**src/rtl/icyc_pkg.sv**
```systemverilog
package icyc_pkg;

  typedef enum logic [3:0] {
    S_FETCH_ADDR,
    S_FETCH_RD,
    S_FETCH_IR,
    S_DECODE,
    S_IND_ADDR,
    S_IND_RD,
    S_EXEC_ADDR,
    S_EXEC_GO,
    S_EXEC_WAIT,
    S_WB_LOAD,
    S_WB_WR,
    S_INT_SAVE,
    S_INT_WR,
    S_INT_VEC
  } cyc_state_e;

  typedef struct packed {
    logic pc_to_mar;
    logic mbr_to_mar;
    logic mem_to_mbr;
    logic exe_to_mbr;
    logic pc_to_mbr;
    logic mbr_to_ir;
    logic pc_inc;
    logic sp_push;
    logic ie_clr;
    logic vec_to_pc;
    logic mem_rd;
    logic mem_wr;
    logic exec_start;
  } xfer_ctrl_t;

endpackage

```
**src/rtl/icyc_fsm.sv**
```systemverilog
module icyc_fsm
  import icyc_pkg::*;
(
  input  logic       clk_i,
  input  logic       rst_ni,
  input  logic       mem_ready_i,
  input  logic       ind_hint_i,
  input  logic       wr_hint_i,
  input  logic       irq_i,
  input  logic       ie_i,
  input  logic       exec_done_i,
  output xfer_ctrl_t ctrl_o
);

  cyc_state_e state_q, state_d;
  logic       int_take;

  assign int_take = irq_i & ie_i;

  always_ff @(posedge clk_i or negedge rst_ni) begin
    if (!rst_ni) state_q <= S_FETCH_ADDR;
    else         state_q <= state_d;
  end

  always_comb begin
    ctrl_o  = '0;
    state_d = state_q;
    case (state_q)
      S_FETCH_ADDR: begin
        ctrl_o.pc_to_mar = 1'b1;
        state_d          = S_FETCH_RD;
      end
      S_FETCH_RD: begin
        ctrl_o.mem_rd = 1'b1;
        if (mem_ready_i) begin
          ctrl_o.mem_to_mbr = 1'b1;
          state_d           = S_FETCH_IR;
        end
      end
      S_FETCH_IR: begin
        ctrl_o.mbr_to_ir = 1'b1;
        ctrl_o.pc_inc    = 1'b1;
        state_d          = S_DECODE;
      end
      // hints are valid once IR holds the new word
      S_DECODE: state_d = ind_hint_i ? S_IND_ADDR : S_EXEC_ADDR;
      S_IND_ADDR: begin
        ctrl_o.mbr_to_mar = 1'b1;
        state_d           = S_IND_RD;
      end
      S_IND_RD: begin
        ctrl_o.mem_rd = 1'b1;
        if (mem_ready_i) begin
          ctrl_o.mem_to_mbr = 1'b1;
          state_d           = S_EXEC_ADDR;
        end
      end
      S_EXEC_ADDR: begin
        ctrl_o.mbr_to_mar = 1'b1;
        state_d           = S_EXEC_GO;
      end
      S_EXEC_GO: begin
        ctrl_o.exec_start = 1'b1;
        state_d           = S_EXEC_WAIT;
      end
      S_EXEC_WAIT: begin
        if (exec_done_i) begin
          if (wr_hint_i)     state_d = S_WB_LOAD;
          else if (int_take) state_d = S_INT_SAVE;
          else               state_d = S_FETCH_ADDR;
        end
      end
      S_WB_LOAD: begin
        ctrl_o.exe_to_mbr = 1'b1;
        state_d           = S_WB_WR;
      end
      S_WB_WR: begin
        ctrl_o.mem_wr = 1'b1;
        if (mem_ready_i) state_d = int_take ? S_INT_SAVE : S_FETCH_ADDR;
      end
      S_INT_SAVE: begin
        ctrl_o.pc_to_mbr = 1'b1;
        ctrl_o.sp_push   = 1'b1;
        ctrl_o.ie_clr    = 1'b1;
        state_d          = S_INT_WR;
      end
      S_INT_WR: begin
        ctrl_o.mem_wr = 1'b1;
        if (mem_ready_i) state_d = S_INT_VEC;
      end
      S_INT_VEC: begin
        ctrl_o.vec_to_pc = 1'b1;
        state_d          = S_FETCH_ADDR;
      end
      default: state_d = S_FETCH_ADDR;
    endcase
  end

  p_rw_excl_r3: assert property (@(posedge clk_i) disable iff (!rst_ni)
    !(ctrl_o.mem_rd && ctrl_o.mem_wr));

  p_exec_pulse_r5: assert property (@(posedge clk_i) disable iff (!rst_ni)
    ctrl_o.exec_start |=> !ctrl_o.exec_start);

  p_exec_wait_r5: assert property (@(posedge clk_i) disable iff (!rst_ni)
    (state_q == S_EXEC_WAIT && !exec_done_i) |=> (state_q == S_EXEC_WAIT));

  p_int_gate_r8: assert property (@(posedge clk_i) disable iff (!rst_ni)
    (state_q == S_INT_SAVE) |-> $past(irq_i && ie_i));

endmodule

```
**src/rtl/icyc_dp.sv**
```systemverilog
module icyc_dp
  import icyc_pkg::*;
#(
  parameter int unsigned     AW        = 8,
  parameter int unsigned     DW        = 16,
  parameter logic [AW-1:0]   RESET_PC  = '0,
  parameter logic [AW-1:0]   STACK_TOP = 8'hF0,
  parameter logic [AW-1:0]   INT_VEC   = 8'h40
) (
  input  logic          clk_i,
  input  logic          rst_ni,
  input  xfer_ctrl_t    ctrl_i,
  input  logic [DW-1:0] mem_rdata_i,
  input  logic [DW-1:0] exec_data_i,
  input  logic          ie_set_i,
  output logic [AW-1:0] mar_o,
  output logic [DW-1:0] mbr_o,
  output logic [DW-1:0] ir_o,
  output logic [AW-1:0] pc_o,
  output logic          ie_o
);

  logic [AW-1:0] pc_q, mar_q, sp_q, sp_dec;
  logic [DW-1:0] mbr_q, ir_q;
  logic          ie_q;

  assign sp_dec = sp_q - AW'(1);

  always_ff @(posedge clk_i or negedge rst_ni) begin
    if (!rst_ni) begin
      pc_q <= RESET_PC;
    end else if (ctrl_i.vec_to_pc) begin
      pc_q <= INT_VEC;
    end else if (ctrl_i.pc_inc) begin
      pc_q <= pc_q + AW'(1);
    end
  end

  always_ff @(posedge clk_i or negedge rst_ni) begin
    if (!rst_ni) begin
      mar_q <= '0;
    end else if (ctrl_i.pc_to_mar) begin
      mar_q <= pc_q;
    end else if (ctrl_i.mbr_to_mar) begin
      mar_q <= mbr_q[AW-1:0];
    end else if (ctrl_i.sp_push) begin
      mar_q <= sp_dec;
    end
  end

  always_ff @(posedge clk_i or negedge rst_ni) begin
    if (!rst_ni) begin
      mbr_q <= '0;
    end else if (ctrl_i.mem_to_mbr) begin
      mbr_q <= mem_rdata_i;
    end else if (ctrl_i.exe_to_mbr) begin
      mbr_q <= exec_data_i;
    end else if (ctrl_i.pc_to_mbr) begin
      mbr_q <= DW'(pc_q);
    end
  end

  always_ff @(posedge clk_i or negedge rst_ni) begin
    if (!rst_ni)              ir_q <= '0;
    else if (ctrl_i.mbr_to_ir) ir_q <= mbr_q;
  end

  always_ff @(posedge clk_i or negedge rst_ni) begin
    if (!rst_ni)            sp_q <= STACK_TOP;
    else if (ctrl_i.sp_push) sp_q <= sp_dec;
  end

  // clear on entry wins over a simultaneous set
  always_ff @(posedge clk_i or negedge rst_ni) begin
    if (!rst_ni)           ie_q <= 1'b0;
    else if (ctrl_i.ie_clr) ie_q <= 1'b0;
    else if (ie_set_i)      ie_q <= 1'b1;
  end

  assign mar_o = mar_q;
  assign mbr_o = mbr_q;
  assign ir_o  = ir_q;
  assign pc_o  = pc_q;
  assign ie_o  = ie_q;

  p_ie_clr_r8: assert property (@(posedge clk_i) disable iff (!rst_ni)
    ctrl_i.ie_clr |=> !ie_q);

  p_push_addr_r7: assert property (@(posedge clk_i) disable iff (!rst_ni)
    ctrl_i.sp_push |=> (mar_q == sp_q));

endmodule

```
**src/rtl/icyc_ctrl.sv**
```systemverilog
module icyc_ctrl
  import icyc_pkg::*;
#(
  parameter int unsigned   AW        = 8,
  parameter int unsigned   DW        = 16,
  parameter logic [AW-1:0] RESET_PC  = '0,
  parameter logic [AW-1:0] STACK_TOP = 8'hF0,
  parameter logic [AW-1:0] INT_VEC   = 8'h40
) (
  input  logic          clk_i,
  input  logic          rst_ni,
  output logic          mem_rd_o,
  output logic          mem_wr_o,
  output logic [AW-1:0] mem_addr_o,
  output logic [DW-1:0] mem_wdata_o,
  input  logic [DW-1:0] mem_rdata_i,
  input  logic          mem_ready_i,
  input  logic          ind_hint_i,
  input  logic          wr_hint_i,
  input  logic          irq_i,
  input  logic          ie_set_i,
  output logic          ie_o,
  output logic          exec_start_o,
  input  logic          exec_done_i,
  input  logic [DW-1:0] exec_data_i,
  output logic [DW-1:0] ir_o,
  output logic [AW-1:0] pc_o
);

  xfer_ctrl_t ctrl;
  logic       ie;

  icyc_fsm u_fsm (
    .clk_i      (clk_i),
    .rst_ni     (rst_ni),
    .mem_ready_i(mem_ready_i),
    .ind_hint_i (ind_hint_i),
    .wr_hint_i  (wr_hint_i),
    .irq_i      (irq_i),
    .ie_i       (ie),
    .exec_done_i(exec_done_i),
    .ctrl_o     (ctrl)
  );

  icyc_dp #(
    .AW       (AW),
    .DW       (DW),
    .RESET_PC (RESET_PC),
    .STACK_TOP(STACK_TOP),
    .INT_VEC  (INT_VEC)
  ) u_dp (
    .clk_i      (clk_i),
    .rst_ni     (rst_ni),
    .ctrl_i     (ctrl),
    .mem_rdata_i(mem_rdata_i),
    .exec_data_i(exec_data_i),
    .ie_set_i   (ie_set_i),
    .mar_o      (mem_addr_o),
    .mbr_o      (mem_wdata_o),
    .ir_o       (ir_o),
    .pc_o       (pc_o),
    .ie_o       (ie)
  );

  assign mem_rd_o     = ctrl.mem_rd;
  assign mem_wr_o     = ctrl.mem_wr;
  assign exec_start_o = ctrl.exec_start;
  assign ie_o         = ie;

  p_rd_hold_r3: assert property (@(posedge clk_i) disable iff (!rst_ni)
    (mem_rd_o && !mem_ready_i) |=> (mem_rd_o && $stable(mem_addr_o)));

  p_wr_hold_r3: assert property (@(posedge clk_i) disable iff (!rst_ni)
    (mem_wr_o && !mem_ready_i) |=> (mem_wr_o && $stable(mem_addr_o) && $stable(mem_wdata_o)));

endmodule

```
**config.mk**
```make
export PLATFORM = sky130hd
export DESIGN_NAME = icyc_ctrl
export DESIGN_NICKNAME = d
export VERILOG_FILES = /design/src/rtl/icyc_pkg.sv /design/src/rtl/icyc_fsm.sv /design/src/rtl/icyc_dp.sv /design/src/rtl/icyc_ctrl.sv
export SDC_FILE = /design/constraint.sdc
export NUM_CORES = 1
export LEC_CHECK = 0
export ABC_AREA = 1
export BUFFER_PORTS_ARGS = -buffer_cell sky130_fd_sc_hd__buf_2
export CAP_MARGIN = 20
export CORE_MARGIN = 2
export CORE_UTILIZATION = 50
export DETAILED_ROUTE_END_ITERATION = 8
export GPL_ROUTABILITY_DRIVEN = 0
export PLACE_DENSITY = 0.78
export SYNTH_ARGS = -nofsm -noshare
export SYNTH_HDL_FRONTEND = slang
export SYNTH_SLANG_ARGS = --single-unit
```
**constraint.sdc**
```tcl
create_clock -name clk_i -period 1.85 [get_ports clk_i]
set_input_delay 0.37 -clock clk_i [delete_from_list [all_inputs] [get_ports clk_i]]
set_output_delay 0.37 -clock clk_i [all_outputs]
set_load 0.01 [all_outputs]
```
# ---- Word level (Yosys, flattened, before mapping)
# Cells that the tools add are included.
dict set report op_classes {
  bitwise_logic 1
  n_mux 31
  add_sub_neg 2
  reduce_logical 9
  n_eq_ne 18
}
# op n
set ops {}
lappend ops {{4-bit case mux with 13 select lines} 1}
lappend ops {{16-bit two-way mux} 3}
lappend ops {{8-bit two-way mux} 5}
lappend ops {{4-bit two-way mux} 7}
lappend ops {{4-bit == test, second input constant} 6}
lappend ops {{4-bit by 3-bit == test with 1-bit output, second input constant} 4}
lappend ops {{1-bit two-way mux} 12}
lappend ops {{2-bit != test, second input constant} 5}
lappend ops {{8-bit by 1-bit adder with 8-bit output, second input constant} 1}
lappend ops {{4-bit by 2-bit == test with 1-bit output, second input constant} 2}
lappend ops {{8-bit by 1-bit subtractor with 8-bit output, second input constant} 1}
lappend ops {{2-bit two-way mux} 3}
lappend ops {{3-bit nonzero test} 2}
lappend ops {{2-bit OR reduction} 3}
lappend ops {{5-bit AND reduction} 1}
lappend ops {{4-bit by 1-bit == test with 1-bit output, second input constant} 1}
lappend ops {{4-bit logical NOT} 1}
lappend ops {{2-bit nonzero test} 2}
lappend ops {{1-bit AND} 1}
dict set report totals {
  ff_bits 61
  word_cells 68
  in_bits 40
  out_inout_bits 52
}

# ---- Depth between registers and ports, before layout
dict set report logic_depth {
  ltp_word 5
  mapped_depth 9
}

# ---- By module
# Synthesis repeated with hierarchy kept, for this count alone.
dict set report unflattened {
  cells_unflattened 396
  hier_area_um2 3268.1
}
# mod area_per_inst_um2 seq_area_each_um2 instances cells_each
set modules_own_cells {}
lappend modules_own_cells {icyc_dp 2795.2 1431.4 1 312}
lappend modules_own_cells {icyc_fsm 473.0 100.1 1 84}

# ---- Least setup slack after synthesis
# Ideal clock, no wire load.
dict set report synth_path {
  path_type {register -> register}
  start {register u_fsm.state_q[3]}
  end {register u_dp.mbr_q[10], in the netlist u_dp.mbr_o[10]}
  synth_period_minus_slack_ps 1333
  t_required_ps 1726
  arrival_time_ps 1209
  setup_slack_ps 517
  stages_incl_launch_ff 8
  cell_sequence {dfrtp_1 -> inv_2 -> nand3_4 -> o22ai_4 -> inv_2 -> buf_6 -> nand2_1 -> nand3_1}
}
dict set report synth_via {
  elab_chain_cells 4
  elab_cells_between_ends 11
}
# element line_no
set synth_rtl {}
lappend synth_rtl {{start: declaration} icyc_fsm.sv:15} ;# cyc_state_e state_q, state_d;
lappend synth_rtl {{start signal: assignment} icyc_fsm.sv:22} ;# else state_q <= state_d;
lappend synth_rtl {{4-bit by 1-bit == test with 1-bit output, or another cell as far along} icyc_fsm.sv:28} ;# case (state_q)
lappend synth_rtl {{2-bit OR reduction (no line) / 1-bit two-way mux (equally long branches)} --}
lappend synth_rtl {{1-bit two-way mux / 16-bit two-way mux (equally long branches)} --}
lappend synth_rtl {{3-bit nonzero test (no line) / 16-bit two-way mux (equally long branches)} --}
lappend synth_rtl {{end signal: assignment} icyc_dp.sv:55} ;# mbr_q <= mem_rdata_i;
lappend synth_rtl {{end signal: assignment} icyc_dp.sv:57} ;# mbr_q <= exec_data_i;
lappend synth_rtl {{end signal: assignment} icyc_dp.sv:59} ;# mbr_q <= DW'(pc_q);
lappend synth_rtl {{end: declaration} icyc_dp.sv:24} ;# logic [DW-1:0] mbr_q, ir_q;
# Parallel ways exist; a longest one is shown, timed or not.
# A chain may end at the register's enable or synchronous reset.

# ---- Worst setup path in the final report
dict set report layout_path {
  start {register u_fsm.state_q[3]}
  end {output mem_wr_o}
}
dict set report layout_via {
  elab_chain_cells 3
  elab_cells_between_ends 4
}
# element line_no
set layout_rtl {}
lappend layout_rtl {{4-bit == test} icyc_fsm.sv:28}
lappend layout_rtl {{2-bit OR reduction (no line) (*)} --}
lappend layout_rtl {{1-bit two-way mux (*)} icyc_fsm.sv:28}
lappend layout_rtl {{end: declaration} icyc_ctrl.sv:13} ;# output logic mem_wr_o,
# Mark *: on every way between the ends. The rest lies on a longest branch, timed or not.

==> run metrics <==
height of the die=85.4 µm; clock tree from TritonCTS=done; Yosys top cell by area=sky130_fd_sc_hd__dfrtp_1; Clk pwr share=0.165; slew of the pin with the lowest slew margin=between 0.4 and 0.5 ns; Site Rows=29; commonest cells in the synthesized netlist=184 x sky130_fd_sc_hd__nand2_1, 57 x sky130_fd_sc_hd__dfrtp_1, 42 x sky130_fd_sc_hd__nor2_1; EDFF count, synth=0; count of distinct cell types in the synthesized netlist=29; launching element of the worst setup path=u_fsm.state_q[3]; setup TNS=0 ns; Final Cycle Share=0.957; cts bufs inserted=9; setup slack, reg-to-reg=0.30 ns; uppermost signal routing layer after detailed routing=met4; Reg-to-Reg End=u_dp.mar_o[1]; Int Pwr=3.49 mW; total routed wire length on the met1 layer=3800 µm; Inst Count DP=613; total length of routed met2 wires=4240 µm; final number of max-transition violations=0; port buffer count=91; flop and latch count out of synthesis=61; Static Leakage=2.28 nW; maxcap violations=0; fraction of the yosys area taken by sequential cells=0.462; Yosys top cell area share=0.430; CTS HTree Levels=3; Psw=3.06 mW; initial antenna violation count=0; final wirelength=8740 µm; Final Setup Violations=0; number of antenna cells inserted=0; area enclosed by the die boundary=7300 µm²; classification of the worst setup path=reg -> out; sort of element at the start of the critical path=flip-flop; Slew HR=0.713; fin cells=~630; source-to-sink clock delay at the later pin of the worst-skew pair=between 0.3 and 0.4 ns; fraction of final layout cells sized beyond drive strength 1=0.268; required time at the endpoint of the critical path=1.48 ns; Post-DRT Antenna Nets=0; wire length on met3=544 µm; routed wire length per instance=13.8 µm; switching fraction of total power=0.467; area taken by flip-flops and latches=about 1500 µm²; remaining global-route overflow=0; post-route DRC violation count=0; final number of hold-violating endpoints=0; total track usage=0.249; biggest fanout along the worst timing path=6; Mapped Cells=around 450; Post-synth ARST share=1.00; critical path capture point type=output port; Worst-path clk slew=0.07 ns; Syn Area/Cell=7.38 µm²; Mapped Nets=roughly 500; total power per unit cell area=1620 nW/µm²; largest net degree at the start of global routing=62; boundary pin count=92; Period minus WS final=1.77 ns; sequential share of power=0.363; number of buffers added to fix hold violations after cts=0; arrival time at the worst endpoint=1.40 ns; combinational share of power=0.473; overall die width=85.4 µm; Worst Hold Class=in -> async; biggest area contributors in the synthesized netlist=sky130_fd_sc_hd__dfrtp_1 43%, sky130_fd_sc_hd__nand2_1 21%, sky130_fd_sc_hd__nor2_1 4.8%; Setup Skew=roughly 0.01 ns; wire length of the first global-routing pass=14400 µm; placeable core region=6390 µm²; Most used DFF post-synth=sky130_fd_sc_hd__dfrtp_1; final core utilization=0.634; f_max=565 MHz; total number of vias=3252; launching point of the worst reg2reg path=u_fsm.state_q[3]; cell with the most instances after synthesis=sky130_fd_sc_hd__nand2_1; Worst VDD drop=between 700 and 800 µV; run status=completed; detailed placement HPWL=6540 µm; Max Buffers Root-to-Sink=2; Filler Cells Inserted=604; number of optimization iterations in the first detailed-route pass=5; violation count after the first detailed-route iteration=232; area added between synthesis and finish=22.2%; initial cell density of the core=0.519; via density per instance=5.15; post-synthesis instance area=3320 µm²; number of global-route vias before repair=3076; post-route total power=6.56 mW; multi-input logic area=1530 µm²; root buf cell=sky130_fd_sc_hd__clkbuf_8; worst r2r path cells=9; Warnings, synthesis=0; number of nets at the end of the flow=592; number of sinks handled by clock tree synthesis=61
-- worst max-delay path, cell delays in order (launching register included) --
cell,delay (ns)
sky130_fd_sc_hd__dfrtp_1,0.45
sky130_fd_sc_hd__inv_2,0.13
sky130_fd_sc_hd__nor2_4,0.18
sky130_fd_sc_hd__nand2_1,0.10
sky130_fd_sc_hd__nand2_1,0.07
sky130_fd_sc_hd__buf_2,0.12
-- through the flow --
step	hold WS, ns	cell area, µm²	setup slack, ns
floorplan	0.0744	3320	0.517
global placement	0.401	3850	0.343
detailed placement	0.403	3850	0.298
CTS	0.0297	4020	0.0215
global route	0.0463	4050	-0.00520
finish	0.00693	4050	0.0797
-- cell type report --
| class | count | area share |
|---|---|---|
| sequential | 61 | 0.378 |
| multi-input combinational | 329 | 0.377 |
| timing repair buffer | 100 | 0.132 |
| inverter | 49 | 0.0457 |
| clock buffer | 9 | 0.0306 |
| tap | 77 | 0.0238 |
| clock inverter | 7 | 0.0124 |
-- logic make-up (layout without fill, tap and decap cells) --
group,Yosys count,after routing,synth area share
AO/OA/AOI/OAI,48,48,0.0845
flip-flops,61,61,0.462
XOR/XNOR,2,2,0.00528
adder cells (fa/ha/maj),2,2,0.00755
AND/OR/NAND/NOR,277,277,0.362
buffers and inverters,59,165,0.0785
-- worst max path at each step --
| stage | to | slack (ns) | depth (start not counted) |
|---|---|---|---|
| floorplan | u_dp.mbr_o[10] | 0.52 | 7 |
| global placement | u_dp.pc_o[6] | 0.34 | 7 |
| detailed placement | u_dp.pc_o[6] | 0.30 | 7 |
| CTS | mem_wr_o | 0.02 | 5 |
| global route | mem_wr_o | -0.005 | 5 |
| finish | mem_wr_o | 0.08 | 5 |
-- power groups by stage --
stage / clock, mW / sequential [mW] / combinational, mW
CTS: 1.08 / 2.37 / 3.08
floorplan: 0 / 2.44 / 1.98
global placement: 0 / 2.37 / 2.98
global route: 1.14 / 2.46 / 3.50
detailed placement: 0 / 2.39 / 3.06
finish: 1.08 / 2.38 / 3.10
-- sequential cells by signal, summed over array words and instances, names as in the netlist --
| register | count |
|---|---|
| u_dp.ir_o | 16 |
| u_dp.pc_o | 8 |
| u_dp.ie_o | 1 |
| u_dp.mbr_o | 16 |
| u_fsm.state_q | 4 |
| u_dp.mar_o | 8 |
| u_dp.sp_q | 8 |
-- layout by cell type, fill, tap and decap left out --
cell | netlist | final
sky130_fd_sc_hd__clkinv_4 | 0 | 2
sky130_fd_sc_hd__a21oi_2 | 1 | 1
sky130_fd_sc_hd__nand3_1 | 26 | 26
sky130_fd_sc_hd__o2111ai_1 | 1 | 1
sky130_fd_sc_hd__inv_1 | 41 | 41
sky130_fd_sc_hd__nand2_4 | 1 | 1
sky130_fd_sc_hd__nor2_2 | 0 | 1
sky130_fd_sc_hd__o211ai_1 | 3 | 3
sky130_fd_sc_hd__o22ai_4 | 1 | 1
sky130_fd_sc_hd__dfrtp_1 | 57 | 56
sky130_fd_sc_hd__nand2_8 | 1 | 1
sky130_fd_sc_hd__or2_1 | 1 | 1
sky130_fd_sc_hd__nand2_2 | 6 | 6
sky130_fd_sc_hd__a31oi_1 | 3 | 3
sky130_fd_sc_hd__clkinv_2 | 1 | 4
sky130_fd_sc_hd__clkbuf_8 | 0 | 9
sky130_fd_sc_hd__o21ai_1 | 19 | 19
sky130_fd_sc_hd__nor2_4 | 7 | 7
sky130_fd_sc_hd__a21oi_1 | 8 | 8
sky130_fd_sc_hd__buf_12 | 0 | 1
sky130_fd_sc_hd__nor2_1 | 42 | 41
sky130_fd_sc_hd__xor2_1 | 2 | 2
sky130_fd_sc_hd__nand3b_1 | 1 | 1
sky130_fd_sc_hd__nand2_1 | 184 | 184
sky130_fd_sc_hd__dfrtp_2 | 0 | 1
sky130_fd_sc_hd__nand3_4 | 1 | 1
sky130_fd_sc_hd__buf_2 | 6 | 91
sky130_fd_sc_hd__a21boi_2 | 1 | 1
sky130_fd_sc_hd__o21ai_0 | 11 | 11
sky130_fd_sc_hd__inv_2 | 7 | 7
sky130_fd_sc_hd__dfstp_2 | 4 | 4
sky130_fd_sc_hd__nand4_1 | 7 | 7
sky130_fd_sc_hd__buf_4 | 0 | 8
sky130_fd_sc_hd__inv_6 | 0 | 2
sky130_fd_sc_hd__ha_1 | 2 | 2
-- metal layers --
| layer | GRT usage | up-vias |
|---|---|---|
| li1 | - | 1616 |
| met1 | 0.347 | 1513 |
| met2 | 0.393 | 108 |
| met3 | 0.0340 | 15 |
| met4 | 0.104 | 0 |
| met5 | 0 | - |
-- what timing repair did --
item                                    4_1_cts  5_1_grt
resized for setup                             0        2
endpoints found under the setup margin        0        2
endpoints found under the hold margin         0        0
buffers inserted                              0        3
(Power assumes the default switching activity.)
